## src/rtl/pvx_pkg.sv

```systemverilog
package pvx_pkg;

   localparam int CB_EN    = 31;
   localparam int CB_PW    = 30;
   localparam int CB_DW_HI = 23;
   localparam int CB_DW_LO = 22;
   localparam int CB_AS_HI = 18;
   localparam int CB_AS_LO = 16;
   localparam int CB_PG_HI = 15;
   localparam int CB_PG_LO = 14;
   localparam int CB_SUP   = 12;
   localparam int CB_BLT   = 8;

   localparam logic [1:0] SPACE_MEM = 2'b00;
   localparam logic [1:0] SPACE_IO  = 2'b01;

   typedef struct packed {
      logic [2:0] aspace;
      logic [1:0] dwidth;
      logic [1:0] pgm;
      logic       priv;
      logic       posted;
      logic       blt;
   } vme_attr_t;

   function automatic vme_attr_t attr_of(input logic [31:0] c);
      vme_attr_t a;
      a.aspace = c[CB_AS_HI:CB_AS_LO];
      a.dwidth = c[CB_DW_HI:CB_DW_LO];
      a.pgm    = c[CB_PG_HI:CB_PG_LO];
      a.priv   = c[CB_SUP];
      a.posted = c[CB_PW];
      a.blt    = c[CB_BLT];
      return a;
   endfunction

endpackage

```

## src/rtl/pvx_window.sv

```systemverilog
module pvx_window
   import pvx_pkg::*;
#(
   parameter int          GRAN     = 16,
   parameter logic [11:0] REG_BASE = 12'h100
) (
   input  logic        clk,
   input  logic        rst_n,
   input  logic        wr_en,
   input  logic [11:0] wr_addr,
   input  logic [31:0] wr_data,
   input  logic [11:0] rd_addr,
   output logic [31:0] rd_data,
   input  logic [31:0] lk_addr,
   input  logic        lk_io,
   input  logic        io_en,
   input  logic        mem_en,
   output logic        match,
   output logic [31:0] vaddr,
   output vme_attr_t   attr
);
   localparam int HW = 32 - GRAN;
   localparam logic [11:0] A_CTRL  = REG_BASE;
   localparam logic [11:0] A_LOW   = REG_BASE + 12'h4;
   localparam logic [11:0] A_HIGH  = REG_BASE + 12'h8;
   localparam logic [11:0] A_OFFS  = REG_BASE + 12'hC;

   if (GRAN < 1 || GRAN > 31) begin : g_bad_gran
      $error("pvx_window: GRAN must lie in 1..31");
   end

   logic [31:0]   ctrl_q;
   logic [HW-1:0] low_q, high_q, offs_q;

   always_ff @(posedge clk or negedge rst_n) begin
      if (!rst_n) begin
         ctrl_q <= '0;
         low_q  <= '0;
         high_q <= '0;
         offs_q <= '0;
      end else if (wr_en) begin
         case (wr_addr)
            A_CTRL:  ctrl_q <= wr_data;
            A_LOW:   low_q  <= wr_data[31:GRAN];
            A_HIGH:  high_q <= wr_data[31:GRAN];
            A_OFFS:  offs_q <= wr_data[31:GRAN];
            default: ;
         endcase
      end
   end

   always_comb begin
      case (rd_addr)
         A_CTRL:  rd_data = ctrl_q;
         A_LOW:   rd_data = {low_q,  {GRAN{1'b0}}};
         A_HIGH:  rd_data = {high_q, {GRAN{1'b0}}};
         A_OFFS:  rd_data = {offs_q, {GRAN{1'b0}}};
         default: rd_data = '0;
      endcase
   end

   logic [HW-1:0] a_hi;
   logic          space_ok, range_ok;

   assign a_hi     = lk_addr[31:GRAN];
   assign space_ok = lk_io ? (ctrl_q[1:0] == SPACE_IO  && io_en)
                           : (ctrl_q[1:0] == SPACE_MEM && mem_en);
   assign range_ok = (high_q > low_q) && (a_hi >= low_q) && (a_hi < high_q);
   assign match    = ctrl_q[CB_EN] && space_ok && range_ok;
   assign vaddr    = {a_hi + offs_q, lk_addr[GRAN-1:0]};
   assign attr     = attr_of(ctrl_q);

   a_r8_off_quiet: assert property (@(posedge clk) disable iff (!rst_n)
      (ctrl_q[CB_EN] == 1'b0) |-> !match);
   a_r6_space_sel: assert property (@(posedge clk) disable iff (!rst_n)
      (match && lk_io) |-> (ctrl_q[1:0] == SPACE_IO));

endmodule

```

## src/rtl/pvx_pick.sv

```systemverilog
module pvx_pick #(
   parameter int N  = 3,
   parameter int IW = 2
) (
   input  logic [N-1:0]  req,
   output logic [N-1:0]  gnt,
   output logic [IW-1:0] idx,
   output logic          any
);
   always_comb begin
      gnt = '0;
      idx = '0;
      any = 1'b0;
      for (int i = N - 1; i >= 0; i--) begin
         if (req[i]) begin
            gnt    = '0;
            gnt[i] = 1'b1;
            idx    = IW'(i);
            any    = 1'b1;
         end
      end
   end

   always_comb begin
      a_r9_single_winner: assert ($onehot0(gnt));
   end

endmodule

```

## src/rtl/pci_vme_xlate.sv

```systemverilog
module pci_vme_xlate
   import pvx_pkg::*;
#(
   parameter int NUM_WIN     = 3,
   parameter int FINE_GRAN   = 12,
   parameter int COARSE_GRAN = 16,
   parameter int WIN_IW      = 2
) (
   input  logic        clk,
   input  logic        rst_n,
   input  logic        reg_wr,
   input  logic [11:0] reg_addr,
   input  logic [31:0] reg_wdata,
   output logic [31:0] reg_rdata,
   input  logic        req_valid,
   input  logic [31:0] req_addr,
   input  logic        req_io,
   output logic        res_valid,
   output logic        res_hit,
   output logic [WIN_IW-1:0] res_win,
   output logic [31:0] vme_addr,
   output logic [2:0]  vme_aspace,
   output logic [1:0]  vme_dwidth,
   output logic [1:0]  vme_pgm,
   output logic        vme_priv,
   output logic        vme_posted,
   output logic        vme_blt
);
   localparam logic [11:0] CMD_ADDR  = 12'h004;
   localparam int          WIN_STRIDE = 'h14;
   localparam int          MAP_END   = 'h100 + WIN_STRIDE * NUM_WIN;

   if (NUM_WIN < 1 || MAP_END > 'hFFF) begin : g_bad_count
      $error("pci_vme_xlate: NUM_WIN does not fit the register map");
   end
   if ((1 << WIN_IW) < NUM_WIN) begin : g_bad_iw
      $error("pci_vme_xlate: WIN_IW too narrow for NUM_WIN");
   end

   logic [2:0] cmd_q;
   always_ff @(posedge clk or negedge rst_n) begin
      if (!rst_n)                             cmd_q <= '0;
      else if (reg_wr && reg_addr == CMD_ADDR) cmd_q <= reg_wdata[2:0];
   end

   logic [31:0]  w_rdata [NUM_WIN];
   logic [31:0]  w_vaddr [NUM_WIN];
   vme_attr_t    w_attr  [NUM_WIN];
   logic [NUM_WIN-1:0] w_match;

   for (genvar i = 0; i < NUM_WIN; i++) begin : g_win
      localparam int GR = (i == 0) ? FINE_GRAN : COARSE_GRAN;
      pvx_window #(
         .GRAN     (GR),
         .REG_BASE (12'(12'h100 + WIN_STRIDE * i))
      ) u_win (
         .clk     (clk),
         .rst_n   (rst_n),
         .wr_en   (reg_wr),
         .wr_addr (reg_addr),
         .wr_data (reg_wdata),
         .rd_addr (reg_addr),
         .rd_data (w_rdata[i]),
         .lk_addr (req_addr),
         .lk_io   (req_io),
         .io_en   (cmd_q[0]),
         .mem_en  (cmd_q[1]),
         .match   (w_match[i]),
         .vaddr   (w_vaddr[i]),
         .attr    (w_attr[i])
      );
   end

   always_comb begin
      reg_rdata = (reg_addr == CMD_ADDR) ? {29'd0, cmd_q} : 32'd0;
      for (int i = 0; i < NUM_WIN; i++) reg_rdata = reg_rdata | w_rdata[i];
   end

   logic [NUM_WIN-1:0] gnt;
   logic [WIN_IW-1:0]  win_idx;
   logic               any_hit;

   pvx_pick #(.N(NUM_WIN), .IW(WIN_IW)) u_pick (
      .req (w_match),
      .gnt (gnt),
      .idx (win_idx),
      .any (any_hit)
   );

   logic [31:0] sel_vaddr;
   vme_attr_t   sel_attr;
   always_comb begin
      sel_vaddr = '0;
      sel_attr  = '0;
      for (int i = 0; i < NUM_WIN; i++) begin
         if (gnt[i]) begin
            sel_vaddr = sel_vaddr | w_vaddr[i];
            sel_attr  = sel_attr  | w_attr[i];
         end
      end
   end

   logic hit_now;
   assign hit_now = req_valid && any_hit;

   always_ff @(posedge clk or negedge rst_n) begin
      if (!rst_n) begin
         res_valid  <= 1'b0;
         res_hit    <= 1'b0;
         res_win    <= '0;
         vme_addr   <= '0;
         vme_aspace <= '0;
         vme_dwidth <= '0;
         vme_pgm    <= '0;
         vme_priv   <= 1'b0;
         vme_posted <= 1'b0;
         vme_blt    <= 1'b0;
      end else begin
         res_valid  <= req_valid;
         res_hit    <= hit_now;
         res_win    <= hit_now ? win_idx : '0;
         vme_addr   <= hit_now ? sel_vaddr : '0;
         vme_aspace <= hit_now ? sel_attr.aspace : '0;
         vme_dwidth <= hit_now ? sel_attr.dwidth : '0;
         vme_pgm    <= hit_now ? sel_attr.pgm : '0;
         vme_priv   <= hit_now && sel_attr.priv;
         vme_posted <= hit_now && sel_attr.posted;
         vme_blt    <= hit_now && sel_attr.blt;
      end
   end

   a_r10_valid_follows: assert property (@(posedge clk) disable iff (!rst_n)
      req_valid |=> res_valid);
   a_r10_idle_follows: assert property (@(posedge clk) disable iff (!rst_n)
      !req_valid |=> !res_valid);
   a_r10_hit_needs_valid: assert property (@(posedge clk) disable iff (!rst_n)
      res_hit |-> res_valid);
   a_r7_mem_gate: assert property (@(posedge clk) disable iff (!rst_n)
      (req_valid && !req_io && !cmd_q[1]) |=> !res_hit);
   a_r7_io_gate: assert property (@(posedge clk) disable iff (!rst_n)
      (req_valid && req_io && !cmd_q[0]) |=> !res_hit);

endmodule

```

## config.mk

```make
export PLATFORM = sky130hd
export DESIGN_NAME = pci_vme_xlate
export DESIGN_NICKNAME = d
export VERILOG_FILES = /design/src/rtl/pvx_pkg.sv /design/src/rtl/pvx_window.sv /design/src/rtl/pvx_pick.sv /design/src/rtl/pci_vme_xlate.sv
export SDC_FILE = /design/constraint.sdc
export NUM_CORES = 1
export LEC_CHECK = 0
export ABC_CLOCK_PERIOD_IN_PS = 3700
export BUFFER_PORTS_ARGS = -buffer_cell sky130_fd_sc_hd__buf_2
export CORE_MARGIN = 1.5
export CORE_UTILIZATION = 25
export DETAILED_ROUTE_END_ITERATION = 8
export PLACE_DENSITY_LB_ADDON = 0.12
export SETUP_SLACK_MARGIN = 0.5
export SKIP_LAST_GASP = 1
export SYNTH_ARGS = -nofsm -noshare
export SYNTH_HDL_FRONTEND = slang
export SYNTH_SLANG_ARGS = --single-unit
```

## constraint.sdc

```tcl
create_clock -name clk -period 3.7 [get_ports clk]
set_input_delay 0.74 -clock clk [delete_from_list [all_inputs] [get_ports clk]]
set_output_delay 0.74 -clock clk [all_outputs]
set_load 0.005 [all_outputs]
```

Yosys cells after proc, flatten, opt, wreduce, memory -nomap -nowiden
Index checks and enable logic that the tools add are counted.
Storage, ports and cells
  word-level logic and storage cells: 123
  bits of input ports: 81
  flip-flop bits (word level): 301
Cells by class
  add/sub/neg operators: 3
  equal/unequal tests: 16
  bitwise gates (word level): 7
  reductions and logical operators: 38
  mux-type cells: 27
  magnitude comparators: 9
Operator list (count)
  32-bit case mux with 4 select lines: 3
  12-bit by 9-bit == test with 1-bit output (second input constant): 12
  32-bit two-way mux: 4
  32-bit bitwise OR: 4
  16-bit adder: 2
  16-bit greater-or-equal comparator: 2
  16-bit > comparator: 2
  16-bit less-than comparator: 2
  3-bit by 32-bit bitwise OR with 32-bit output: 1
  10-bit two-way mux: 3
  2-bit AND reduction: 12
  1-bit logical AND: 23
  20-bit adder: 1
  20-bit greater-or-equal comparator: 1
  20-bit > comparator: 1
  20-bit less-than comparator: 1
  10-bit bitwise OR: 2
  3-bit two-way mux: 5
  12-bit by 3-bit == test with 1-bit output (second input constant): 1
  2-bit two-way mux: 6
  2-bit by 1-bit == test with 1-bit output (second input constant): 3
  2-bit zero test: 3
  1-bit two-way mux: 6

Depth between registers and ports, before layout
  word-level depth: 14
  mapped depth: 13
  depth with buffers taken out: 11

By module
Synthesis repeated with hierarchy kept, for this count alone.
Second synthesis, totals
  cell total of the unflattened synthesis: 1917
  area total of the unflattened synthesis: 20208.1 µm²
By module, submodules not included
  pvx_window (g_win[0].u_win): instances 1, cells an instance 631, area each 6551.3 µm²
  pvx_window (g_win[1].u_win): instances 1, cells an instance 535, area each 5704.2 µm²
  pvx_window (g_win[2].u_win): instances 1, cells an instance 546, area each 5672.9 µm²
  pci_vme_xlate: instances 1, cells an instance 199, area each 2237.1 µm²
  pvx_pick: instances 1, cells an instance 6, area each 42.5 µm²

Worst setup path before layout
Ideal clock, no wire load.
  path kind: input to output
  start: input port reg_addr[9]
  end: output port reg_rdata[18]
  required time: 2.960 ns
  arrival: 2.342 ns
  path buffers: 1
  stages: 7
  slack: 0.618 ns
  path through: nor3_1 -> nand3_1 -> or3_1 -> nor2_1 -> clkbuf_1 -> a22oi_1 -> nand4_1
On the way
  cells in the longest elaborated chain, start to end: 5
RTL lines
  from (decl): line pci_vme_xlate.sv:12  | input logic [11:0] reg_addr,
  12-bit by 9-bit == test with 1-bit output: line pvx_window.sv:53  | case (rd_addr)
  32-bit case mux with 4 select lines: line pvx_window.sv:53
  3-bit by 32-bit bitwise OR with 32-bit output: line pci_vme_xlate.sv:76  | for (int i = 0; i < NUM_WIN; i++) reg_rdata = reg_rdata | w_rdata[i];
  32-bit bitwise OR: line pci_vme_xlate.sv:76
  32-bit bitwise OR *: line pci_vme_xlate.sv:76
  to (decl): line pci_vme_xlate.sv:14  | output logic [31:0] reg_rdata,
Every way passes the cells marked *; elsewhere a longest branch is shown, timed or not.

Final worst setup path
  start: input port reg_addr[5]
  end: output port reg_rdata[22]
Same word-level chain as after synthesis.

==> impl_metrics.json <==
{
  "p_leak_uw": 0.0116,
  "htreeDepth": 2,
  "grt_usage_pct": 20.3,
  "final_nets": 2318,
  "clkTransAtPathRegs_ns": 0.06,
  "die_h_um": 276,
  "grt_pass1_vias": 15550,
  "cp_cell_sequence": "buf_6 -> or4_4 -> nor2_4 -> buf_12 -> buf_8 -> a222oi_1 -> a21boi_2 -> nand4_1 -> buf_2",
  "cts_buffers": 41,
  "utilization_pct": 33.0,
  "worstPathBufferInverterCount": 4,
  "dp_hpwl_mm": 57.6,
  "status": "completed",
  "worstMarginPinSlew_ns": 0.734,
  "syn2layout_area_growth_pct": 29.8,
  "critPathMaxStageDelay_ns": 0.58,
  "critPathMaxFanout": 6,
  "synth_fp_nets": 2011,
  "fin_worst_skew_ns": 0.0342,
  "hold_path.class": "in -> async",
  "seqPwrFrac_pct": 41.3,
  "dr.pass1.iters": 7,
  "combPwrFrac_pct": 7.9,
  "clkLatencyLatePin_ns": 0.60,
  "antenna_found_initial": 2,
  "synth_commonest_cells": "dfrtp_1, mux2_2, ha_1",
  "slew_viol_final": 0,
  "synth_ff_type": "dfrtp_1",
  "placed_area_sq_mm": 0.0216,
  "fin_setup_tns_ns": 0,
  "intPower_uw": 5960,
  "post-route-min-period_ns": 3.29,
  "cp.required_ns": 2.96,
  "drt_iter0_drc": 1178,
  "ir_drop_mv": 0.264,
  "rrSetupSlack_ns": 0.59,
  "yosysMostFrequentCell": "dfrtp_1",
  "antenna_left": 0,
  "synthArstFlopShare_pct": 100,
  "initial_utilization_pct": 25.4,
  "io_pins": 159,
  "routabilityCongestion": 0.885,
  "core_sq_mm": 0.0733,
  "synth_seq_cells": 301,
  "die_x_um": 276,
  "power.share.clock_pct": 50.8,
  "slowest_stage": "or4_4",
  "synth_cell_type_count": 72,
  "finalNonFillerCells": 3021,
  "fp.dieArea_sq_mm": 0.0761,
  "yosysSeqAreaShare_pct": 40.5,
  "rows": 99,
  "setup_viol": 0,
  "whs_ns": 0.149,
  "drcViolationCount": 0,
  "yosys_warnings": 0,
  "via_count": 15526,
  "crit_path_end_kind": "output pin",
  "netSwitchingPower_uw": 2080,
  "stdcell_area_sq_mm": 0.0242,
  "clock-sinks": 301,
  "overflow": 0,
  "dp.cells": 2897,
  "synth_area_sq_mm": 0.0186,
  "cp_top_family": "simple AND/OR/NAND/NOR gates",
  "critPathLaunchType": "input pin",
  "yosysTopAreaCell": "dfrtp_1",
  "hold_viol_final": 0,
  "post_drt_wl_per_cell_um": 25.9,
  "cap_violations": 0,
  "max_clock_freq_mhz": 304,
  "grt_max_degree": 72,
  "crit_type": "in -> out",
  "cts-hold-fix-buffers": 0,
  "clockBufferDepth": 3,
  "switching_share_pct": 25.9,
  "grt_pass1_wl_mm": 111,
  "maxSlewHeadroom_pct": 51.0,
  "cts-root-buf": "clkbuf_16",
  "power.density_mw_per_mm2": 333,
  "syn_inst": 1725,
  "crit_arrival_ns": 2.55,
  "avgSynthCellArea_sq_um": 10.8,
  "rsz0062_at_grt": "true",
  "synthTopCellsByArea": "dfrtp_1, mux2_2, ha_1, a222oi_1, inv_1",
  "synth_edf_count": 0,
  "fin_crit_sh_pct": 89.0,
  "drive_above_1_share_pct": 36.6,
  "routed_wl_mm": 78.3,
  "synth.top_cell.area_share_pct": 40.5,
  "cts_tree": "built",
  "routed_via_density": 5.14,
  "portBuffers": 158
}
-- final timing paths --
check | startpoint | endpoint | cells after the start
min in group clk | req_addr[9] | vme_addr[9]$_DFF_PN0_ | 2
setup reg to reg | g_win[1].u_win.low_q[6]$_DFFE_PN0P_ | vme_addr[20]$_DFF_PN0_ | 15
setup / recovery | reg_addr[5] | reg_rdata[22] | 9
hold reg to reg | g_win[2].u_win.ctrl_q[26]$_DFFE_PN0P_ | g_win[2].u_win.ctrl_q[26]$_DFFE_PN0P_ | 1
max in group asynchronous | rst_n | g_win[1].u_win.high_q[14]$_DFFE_PN0P_ | 2
hold / removal | rst_n | vme_addr[5]$_DFF_PN0_ | 1
-- what timing repair did --
item	CTS	global route
pin swaps	40	51
cloned	5	1
gates resized for setup	78	70
endpoints found under the hold margin	0	0
buffers inserted	27	18
setup endpoints to repair	77	74
-- worst register-to-register path: stages, from the launching register on --
cell and delay, ns:
dfrtp_1 0.40, inv_2 0.12, ha_1 0.26, and3_1 0.17, a221oi_1 0.24, o21ai_1 0.13
buf_4 0.17, a311oi_2 0.26, buf_4 0.16, nor4_4 0.04, buf_4 0.17, buf_4 0.17
a21boi_2 0.18, buf_12 0.15, a22o_1 0.20, a32o_1 0.19
-- power groups by stage --
stage | clock [uW] | combinational, uW | sequential (uW)
2_1_floorplan | 0 | 259 | 3370
3_3_place_gp | 0 | 600 | 3380
3_5_place_dp | 0 | 606 | 3380
4_1_cts | 4220 | 624 | 3320
5_1_grt | 4350 | 702 | 3320
6_report | 4080 | 632 | 3320
-- layout by cell type (no fill, tap or decap), types with 27 or more instances in the layout --
cell type / synthesis / layout
a21oi_1: 78 / 73
nor2_1: 73 / 61
clkbuf_16: 0 / 42
ha_1: 202 / 197
o21ai_0: 54 / 48
nand4_1: 27 / 27
nor3_1: 30 / 27
nand3_1: 44 / 39
inv_1: 136 / 131
dfrtp_1: 301 / 291
buf_2: 3 / 150
nand2_1: 88 / 77
buf_12: 0 / 34
a222oi_1: 61 / 61
buf_4: 0 / 120
xnor2_1: 27 / 27
mux2_2: 256 / 256
-- stage by stage --
stage / setup WS (ns) / power, uW
2_1_floorplan: 0.618 / 3630
3_3_place_gp: -0.548 / 3980
3_5_place_dp: -0.546 / 3980
4_1_cts: 0.426 / 8160
5_1_grt: 0.361 / 8370
6_report: 0.405 / 8040
-- kinds of logic (layout without fill, tap and decap cells) --
kind of cell,after synthesis,after routing,share of synthesized area [%]
adders and majority gates,205,205,13.9
xor gates and xnor gates,35,35,1.65
buffers and inverters,208,543,4.34
DFF,301,301,40.5
AOI/OAI and AO/OA,373,373,14.7
and+or+nand+nor,345,345,9.33
muxes,258,258,15.6
other,0,2,0
-- cell type report --
type / count / area [sq um]
repair buffers: 335 / 2800
diodes: 2 / 5.00
fillers: 7503 / 49200
inverters: 137 / 517
clock inverters: 15 / 204
clock buffers: 56 / 1160
well taps: 959 / 1200
multi-input cells: 1216 / 10700
flip-flops and latches: 301 / 7540
-- metal layers --
metal / global-route usage (%) / routed length [um]
met1: 26.7 / 34400
met2: 33.6 / 37500
met3: 2.82 / 3310
met4: 7.99 / 3090
met5: 0 / 9
-- registers in the layout, indices dropped and copies added, names as in the netlist --
register,flops
g_win.u_win.ctrl_q,96
g_win.u_win.high_q,52
g_win.u_win.low_q,52
g_win.u_win.offs_q,52
vme_addr,32
cmd_q,3
vme_aspace,3
res_win,2
vme_dwidth,2
vme_pgm,2
res_hit,1
res_valid,1
vme_blt,1
vme_posted,1
vme_priv,1
Note: power is estimated with default switching activity, not from simulation.
